<file path="config.mk">
export PLATFORM = sky130hd
export DESIGN_NAME = pred_commit_gate
export DESIGN_NICKNAME = d
export VERILOG_FILES = /design/src/rtl/pred_pkg.sv /design/src/rtl/pred_write_dec.sv /design/src/rtl/pred_bank.sv /design/src/rtl/pred_read_gate.sv /design/src/rtl/pred_commit_gate.sv
export SDC_FILE = /design/constraint.sdc
export NUM_CORES = 1
export LEC_CHECK = 0
export CAP_MARGIN = 20
export CELL_PAD_IN_SITES_DETAIL_PLACEMENT = 0
export CELL_PAD_IN_SITES_GLOBAL_PLACEMENT = 1
export CORE_ASPECT_RATIO = 0.5
export CORE_UTILIZATION = 54
export DETAILED_ROUTE_END_ITERATION = 6
export DONT_BUFFER_PORTS = 1
export GPL_TIMING_DRIVEN = 1
export PLACE_DENSITY = 0.83
export RECOVER_POWER = 50
export SLEW_MARGIN = 30
export SYNTH_ARGS = -nofsm -noshare
export SYNTH_HDL_FRONTEND = slang
export SYNTH_SLANG_ARGS = --single-unit
</file>
<file path="constraint.sdc">
create_clock -name clk -period 6.19 [get_ports clk]
set_clock_uncertainty 0.2 [all_clocks]
set_input_delay 1.238 -clock clk [delete_from_list [all_inputs] [get_ports clk]]
set_output_delay 1.238 -clock clk [all_outputs]
set_load 0.01 [all_outputs]
</file>
<file path="src/rtl/pred_pkg.sv">
package pred_pkg;
  localparam int unsigned NUM_FLAGS = 64;
  localparam int unsigned SEL_W     = $clog2(NUM_FLAGS);

  typedef logic [SEL_W-1:0]     sel_t;
  typedef logic [NUM_FLAGS-1:0] flag_vec_t;

  typedef struct packed {
    logic valid;
    sel_t tgt_true;
    sel_t tgt_false;
    logic cond;
  } cmp_upd_t;
endpackage

</file>
<file path="src/rtl/pred_write_dec.sv">
module pred_write_dec #(
  parameter int unsigned NUM_FLAGS = 64,
  localparam int unsigned SEL_W    = $clog2(NUM_FLAGS)
) (
  input  logic                 clk,
  input  logic                 rst_n,
  input  logic                 upd_valid,
  input  logic [SEL_W-1:0]     upd_tgt_true,
  input  logic [SEL_W-1:0]     upd_tgt_false,
  input  logic                 upd_cond,
  output logic [NUM_FLAGS-1:0] wr_en,
  output logic [NUM_FLAGS-1:0] wr_data
);

  for (genvar i = 0; i < NUM_FLAGS; i++) begin : g_dec
    if (i == 0) begin : g_fixed
      assign wr_en[i]   = 1'b0;
      assign wr_data[i] = 1'b1;
    end else begin : g_wr
      logic hit_t;
      logic hit_f;
      always_comb begin
        hit_t      = upd_valid && (upd_tgt_true  == SEL_W'(i));
        hit_f      = upd_valid && (upd_tgt_false == SEL_W'(i));
        wr_en[i]   = hit_t | hit_f;
        wr_data[i] = hit_t ? upd_cond : ~upd_cond;
      end
    end
  end

  // one compare touches at most two flags
  p_two_targets_r3: assert property (@(posedge clk) disable iff (!rst_n)
    $countones(wr_en) <= 2);

  // no enables without a valid compare
  p_idle_no_write_r8: assert property (@(posedge clk) disable iff (!rst_n)
    !upd_valid |-> (wr_en == '0));

  // colliding targets carry the true-sense value
  p_collide_true_r5: assert property (@(posedge clk) disable iff (!rst_n)
    (upd_valid && upd_tgt_true == upd_tgt_false && upd_tgt_true != '0)
      |-> (wr_en[upd_tgt_true] && wr_data[upd_tgt_true] == upd_cond));

endmodule

</file>
<file path="src/rtl/pred_bank.sv">
module pred_bank #(
  parameter int unsigned NUM_FLAGS = 64
) (
  input  logic                 clk,
  input  logic                 rst_n,
  input  logic [NUM_FLAGS-1:0] wr_en,
  input  logic [NUM_FLAGS-1:0] wr_data,
  output logic [NUM_FLAGS-1:0] flags_q
);

  for (genvar i = 0; i < NUM_FLAGS; i++) begin : g_bit
    if (i == 0) begin : g_const
      assign flags_q[i] = 1'b1;
    end else begin : g_reg
      logic d;
      logic q;
      always_comb begin
        d = q;
        if (wr_en[i]) d = wr_data[i];
      end
      always_ff @(posedge clk or negedge rst_n) begin
        if (!rst_n)        q <= 1'b0;
        else if (wr_en[i]) q <= d;
      end
      assign flags_q[i] = q;

      // an enabled write lands on the next edge
      p_write_lands_r3: assert property (@(posedge clk) disable iff (!rst_n)
        wr_en[i] |=> (flags_q[i] == $past(wr_data[i])));

      // an untargeted flag holds
      p_hold_r7: assert property (@(posedge clk) disable iff (!rst_n)
        !wr_en[i] |=> $stable(flags_q[i]));
    end
  end

endmodule

</file>
<file path="src/rtl/pred_read_gate.sv">
module pred_read_gate #(
  parameter int unsigned NUM_FLAGS = 64,
  localparam int unsigned SEL_W    = $clog2(NUM_FLAGS)
) (
  input  logic                 clk,
  input  logic                 rst_n,
  input  logic [NUM_FLAGS-1:0] flags_q,
  input  logic [NUM_FLAGS-1:0] wr_en,
  input  logic [NUM_FLAGS-1:0] wr_data,
  input  logic                 ins_valid,
  input  logic [SEL_W-1:0]     ins_sel,
  output logic                 commit_en,
  output logic                 squash
);

  logic [NUM_FLAGS-1:0] flags_fwd;
  logic                 guard;

  always_comb begin
    flags_fwd = (wr_en & wr_data) | (~wr_en & flags_q);
    guard     = flags_fwd[ins_sel];
    commit_en = ins_valid & guard;
    squash    = ins_valid & ~guard;
  end

  // selector 0 never squashes
  p_zero_commits_r2: assert property (@(posedge clk) disable iff (!rst_n)
    (ins_valid && ins_sel == '0) |-> commit_en);

  // no decision without an instruction
  p_idle_quiet_r6: assert property (@(posedge clk) disable iff (!rst_n)
    !ins_valid |-> (!commit_en && !squash));

  // a same-cycle write decides the instruction
  p_forward_r4: assert property (@(posedge clk) disable iff (!rst_n)
    (ins_valid && wr_en[ins_sel]) |-> (commit_en == wr_data[ins_sel]));

endmodule

</file>
<file path="src/rtl/pred_commit_gate.sv">
module pred_commit_gate
  import pred_pkg::*;
(
  input  logic       clk,
  input  logic       rst_n,
  input  logic       cmp_valid,
  input  logic [5:0] cmp_tgt_true,
  input  logic [5:0] cmp_tgt_false,
  input  logic       cmp_cond,
  input  logic       ins_valid,
  input  logic [5:0] ins_sel,
  output logic       commit_en,
  output logic       squash
);

  cmp_upd_t  upd;
  flag_vec_t wr_en;
  flag_vec_t wr_data;
  flag_vec_t flags_q;

  always_comb begin
    upd.valid     = cmp_valid;
    upd.tgt_true  = sel_t'(cmp_tgt_true);
    upd.tgt_false = sel_t'(cmp_tgt_false);
    upd.cond      = cmp_cond;
  end

  pred_write_dec #(.NUM_FLAGS(NUM_FLAGS)) u_dec (
    .clk           (clk),
    .rst_n         (rst_n),
    .upd_valid     (upd.valid),
    .upd_tgt_true  (upd.tgt_true),
    .upd_tgt_false (upd.tgt_false),
    .upd_cond      (upd.cond),
    .wr_en         (wr_en),
    .wr_data       (wr_data)
  );

  pred_bank #(.NUM_FLAGS(NUM_FLAGS)) u_bank (
    .clk     (clk),
    .rst_n   (rst_n),
    .wr_en   (wr_en),
    .wr_data (wr_data),
    .flags_q (flags_q)
  );

  pred_read_gate #(.NUM_FLAGS(NUM_FLAGS)) u_gate (
    .clk       (clk),
    .rst_n     (rst_n),
    .flags_q   (flags_q),
    .wr_en     (wr_en),
    .wr_data   (wr_data),
    .ins_valid (ins_valid),
    .ins_sel   (sel_t'(ins_sel)),
    .commit_en (commit_en),
    .squash    (squash)
  );

  // bank is cleared while reset is held
  p_reset_clear_r1: assert property (@(posedge clk)
    !rst_n |-> (flags_q == flag_vec_t'(1)));

  // the two decisions never coincide
  p_exclusive_r6: assert property (@(posedge clk) disable iff (!rst_n)
    !(commit_en && squash));

endmodule

</file>
==> qor.csv <==
stage,metric,value,unit
run_status,status,"complete, no violations",
power,maximum vdd drop,0.161,mV
logic_synthesis,number of synthesized flops with an enable pin,0,
route,Iter 0 DRT Violations,870,
timing,Rel. slew slack,0.331,
clock_network,Clock H-tree levels,3,
die,row count,24,
cells_and_area,largest register by flop count,u_bank.g_bit.g_reg.q,
logic_synthesis,number of synthesized register bits,63,
cells_and_area,Antenna Cells,0,
logic_synthesis,post-synthesis async set-or-reset flop share,1.00,
hold_path,WHS Endpoint,u_bank.g_bit[44].g_reg.q,
timing,fmax,183,MHz
logic_synthesis,post-synthesis cell area,0.00521,mm²
worst_setup_path,"Slowest-stage cell, CP",nand3b_1,
clock_network,cts hold-fix bufs,0,
worst_setup_path,worst reg-to-reg path cell count,2,
global_route,vias in the first global route,4840,
timing,fin crit share,0.882,
worst_setup_path,worst-path cell chain,nand3b_1 -> o221ai_1 -> o211ai_1 -> mux4_2 -> mux2_2 -> mux2i_1 -> o32a_1 -> and3_1,
route,DRC,0,
timing,final-report max-slew violation count,0,
timing,Total Neg Setup Slack,0,ns
worst_setup_path,"Max FO, Critical Path",17,
logic_synthesis,Compound-Gate Fraction of Synth Area,0.335,
timing,Worst-Margin Slew,1.00,ns
worst_setup_path,Crit path arrival time,4.02,ns
cells_and_area,final core occ,0.607,
logic_synthesis,register area share after synthesis,0.302,
timing,Final Hold Vio Count,0,
route,top sig layer,met4,
clock_network,worst skew pair latency,0.34,ns
cells_and_area,fin nets,545,
logic_synthesis,Synth Area in XOR/XNOR,0,
worst_setup_path,crit path kind,in -> out,
cells_and_area,"leading cell types in the layout, fill and taps excluded","dfrtp_1 (63), nand3_1 (60), o211ai_1 (57), o221ai_1 (44), buf_4 (21)",
clock_network,"Reg clk slew, reported paths",0.05,ns
die,initial core utilization,0.577,
power,NetSw,384,µW
die,core region area,0.00904,mm²
power,P_int,965,µW
global_route,pin count of the biggest net entering global routing,142,
worst_setup_path,reg2reg start,u_bank.g_bit[5].g_reg.q,
timing,Final min period,5.46,ns
timing,Setup-failing EPs final,0,
die,Die H,71.5,µm
global_route,gr usage total,0.395,
route,via count,5312,
logic_synthesis,mux cell area share after synthesis,0.0278,
clock_network,post-CTS resize count,0,
worst_setup_path,RR Endpoint,u_bank.g_bit[5].g_reg.q,
logic_synthesis,combinational family with the most area after synthesis,compound AO/OA/AOI/OAI gates,
place,GP Congestion,0.946,
worst_setup_path,Crit. End Element,output pin,
route,Met3 Routed Length,2.72,mm
cells_and_area,share of layout cells above drive strength 1,0.116,
place,Port Buffers,0,
clock_network,number of CTS-inserted buffers,9,
power,logic gate share of total power,0.230,
cells_and_area,largest registers,u_bank.g_bit.g_reg.q (63),
route,M1 wire length,8.19,mm
global_route,initial antenna violation count,0,
logic_synthesis,Unique masters post-synth,58,
power,Sw Ratio,0.284,
route,Via density,8.10,
logic_synthesis,Synth Area per Inst,9.07,µm²
hold_path,worst hold stages,2,
timing,RSZ-0062 raised after global routing,no,
die,Die X,141,µm
power,Pwr Density,246,mW/mm²
clock_network,CTS root buf,clkbuf_16,
worst_setup_path,WP data required,4.75,ns
logic_synthesis,Syn Inst Count,575,
cells_and_area,"most common cell after layout, fill and taps aside",dfrtp_1,
clock_network,clock sink count,63,
place,hpwl dp,12.2,mm
logic_synthesis,syn nets,598,
worst_setup_path,Setup crit start kind,primary input,
clock_network,post-CTS setup buffer count,0,
die,Die ar.,0.0101,mm²
die,io pins,25,
clock_network,CTS Buffer Depth,2,
power,clock power share,0.383,
hold_path,Worst Hold Class,reg -> reg,
logic_synthesis,synthesized-area fraction occupied by adder cells,0,
power,share of power burned in registers,0.388,
logic_synthesis,Synth Flop Type,dfrtp_1,
worst_setup_path,r2r setup slk,4.95,ns
route,drt first pass iters,7,
route,final WL,18.8,mm
cells_and_area,Area Overhead vs Synth,5.18,%
route,Final ANT Viol Nets,0,
clock_network,CTS tree,yes,
route,drt wl/cell,28.6,µm
global_route,first-pass GRT wire length,29.2,mm
logic_synthesis,Simple-Gate Fraction of Synth Area,0.252,
power,Static Leak,2.04,nW
logic_synthesis,Synth Warn #,0,
hold_path,hold path start,u_bank.g_bit[44].g_reg.q,
route,Met2 Wirelength,7.46,mm
cells_and_area,max reg flops,63,
worst_setup_path,max incr delay on CP,0.73,ns
flow_run,Max Cap Viol,0,
global_route,grt ovf,0,
cell type report:
| class | instances | area [µm²] |
|---|---|---|
| Clock buffer | 11 | 253 |
| Clock inverter | 4 | 45.0 |
| Fill cell | 790 | 3560 |
| Inverter | 19 | 71.3 |
| Multi-Input combinational cell | 408 | 3220 |
| Sequential cell | 63 | 1580 |
| Tap cell | 130 | 163 |
| Timing Repair Buffer | 21 | 158 |
worst max-delay path by stage:
stage / start / to / slack (ns) / cells past startpoint
after floorplan: cmp_tgt_true[3] / commit_en / 1.11 / 10
after global placement: cmp_tgt_true[3] / commit_en / 0.76 / 8
after detailed placement: cmp_tgt_true[3] / commit_en / 0.72 / 8
after CTS: cmp_tgt_true[3] / commit_en / 0.70 / 8
after global routing: cmp_tgt_false[4] / commit_en / 0.60 / 8
final: cmp_tgt_true[5] / squash / 0.73 / 8
power by group through the flow:
stage / clock network [mW] / registers (mW) / logic [mW]
after floorplan: 0 / 0.523 / 0.257
after global placement: 0 / 0.528 / 0.297
after detailed placement: 0 / 0.529 / 0.299
after CTS: 0.520 / 0.522 / 0.301
after global routing: 0.535 / 0.530 / 0.336
final: 0.516 / 0.523 / 0.310
worst max-delay path, delay by kind of cell:
family             cells  cell delay, ns
and+or+nand+nor        2            0.95
AOI/OAI and AO/OA      3            0.88
muxes                  3            0.95
cells in the mapped netlist (11+ instances only):
library cell / instances / area, µm²
dfrtp_1: 63 / 1580
nand3_1: 60 / 300
o211ai_1: 57 / 428
clkbuf_1: 56 / 210
o221ai_1: 44 / 385
inv_1: 19 / 71.3
a22oi_1: 17 / 128
and3_1: 17 / 106
buf_2: 17 / 85.1
a2111o_1: 14 / 158
a2111oi_0: 14 / 123
nor2_1: 14 / 52.6
a21o_1: 12 / 90.1
a211oi_1: 11 / 82.6
per-layer routing:
layer,up-vias,global-route usage
met3,41,0.143
met5,-,0
li1,2291,-
met1,2598,0.579
met2,382,0.546
met4,0,0.0990
stage by stage:
| step | hold WS (ns) | cell area [µm²] | cells | total power, mW | worst slack (ns) |
|---|---|---|---|---|---|
| floorplan | 0.236 | 5210 | 575 | 0.780 | 1.11 |
| global placement | 0.255 | 5180 | 641 | 0.825 | 0.764 |
| detailed placement | 0.263 | 5180 | 641 | 0.828 | 0.723 |
| CTS | 0.274 | 5480 | 656 | 1.34 | 0.705 |
| global route | 0.293 | 5480 | 656 | 1.40 | 0.598 |
| finish | 0.280 | 5480 | 656 | 1.35 | 0.731 |
cell families after synthesis:
kind of cell           after synthesis
AO/OA/AOI/OAI                      212
AND/OR/NAND/NOR                    188
flip-flops                          63
buffers and inverters              104
multiplexers                         8
(Power assumes the default switching activity.)
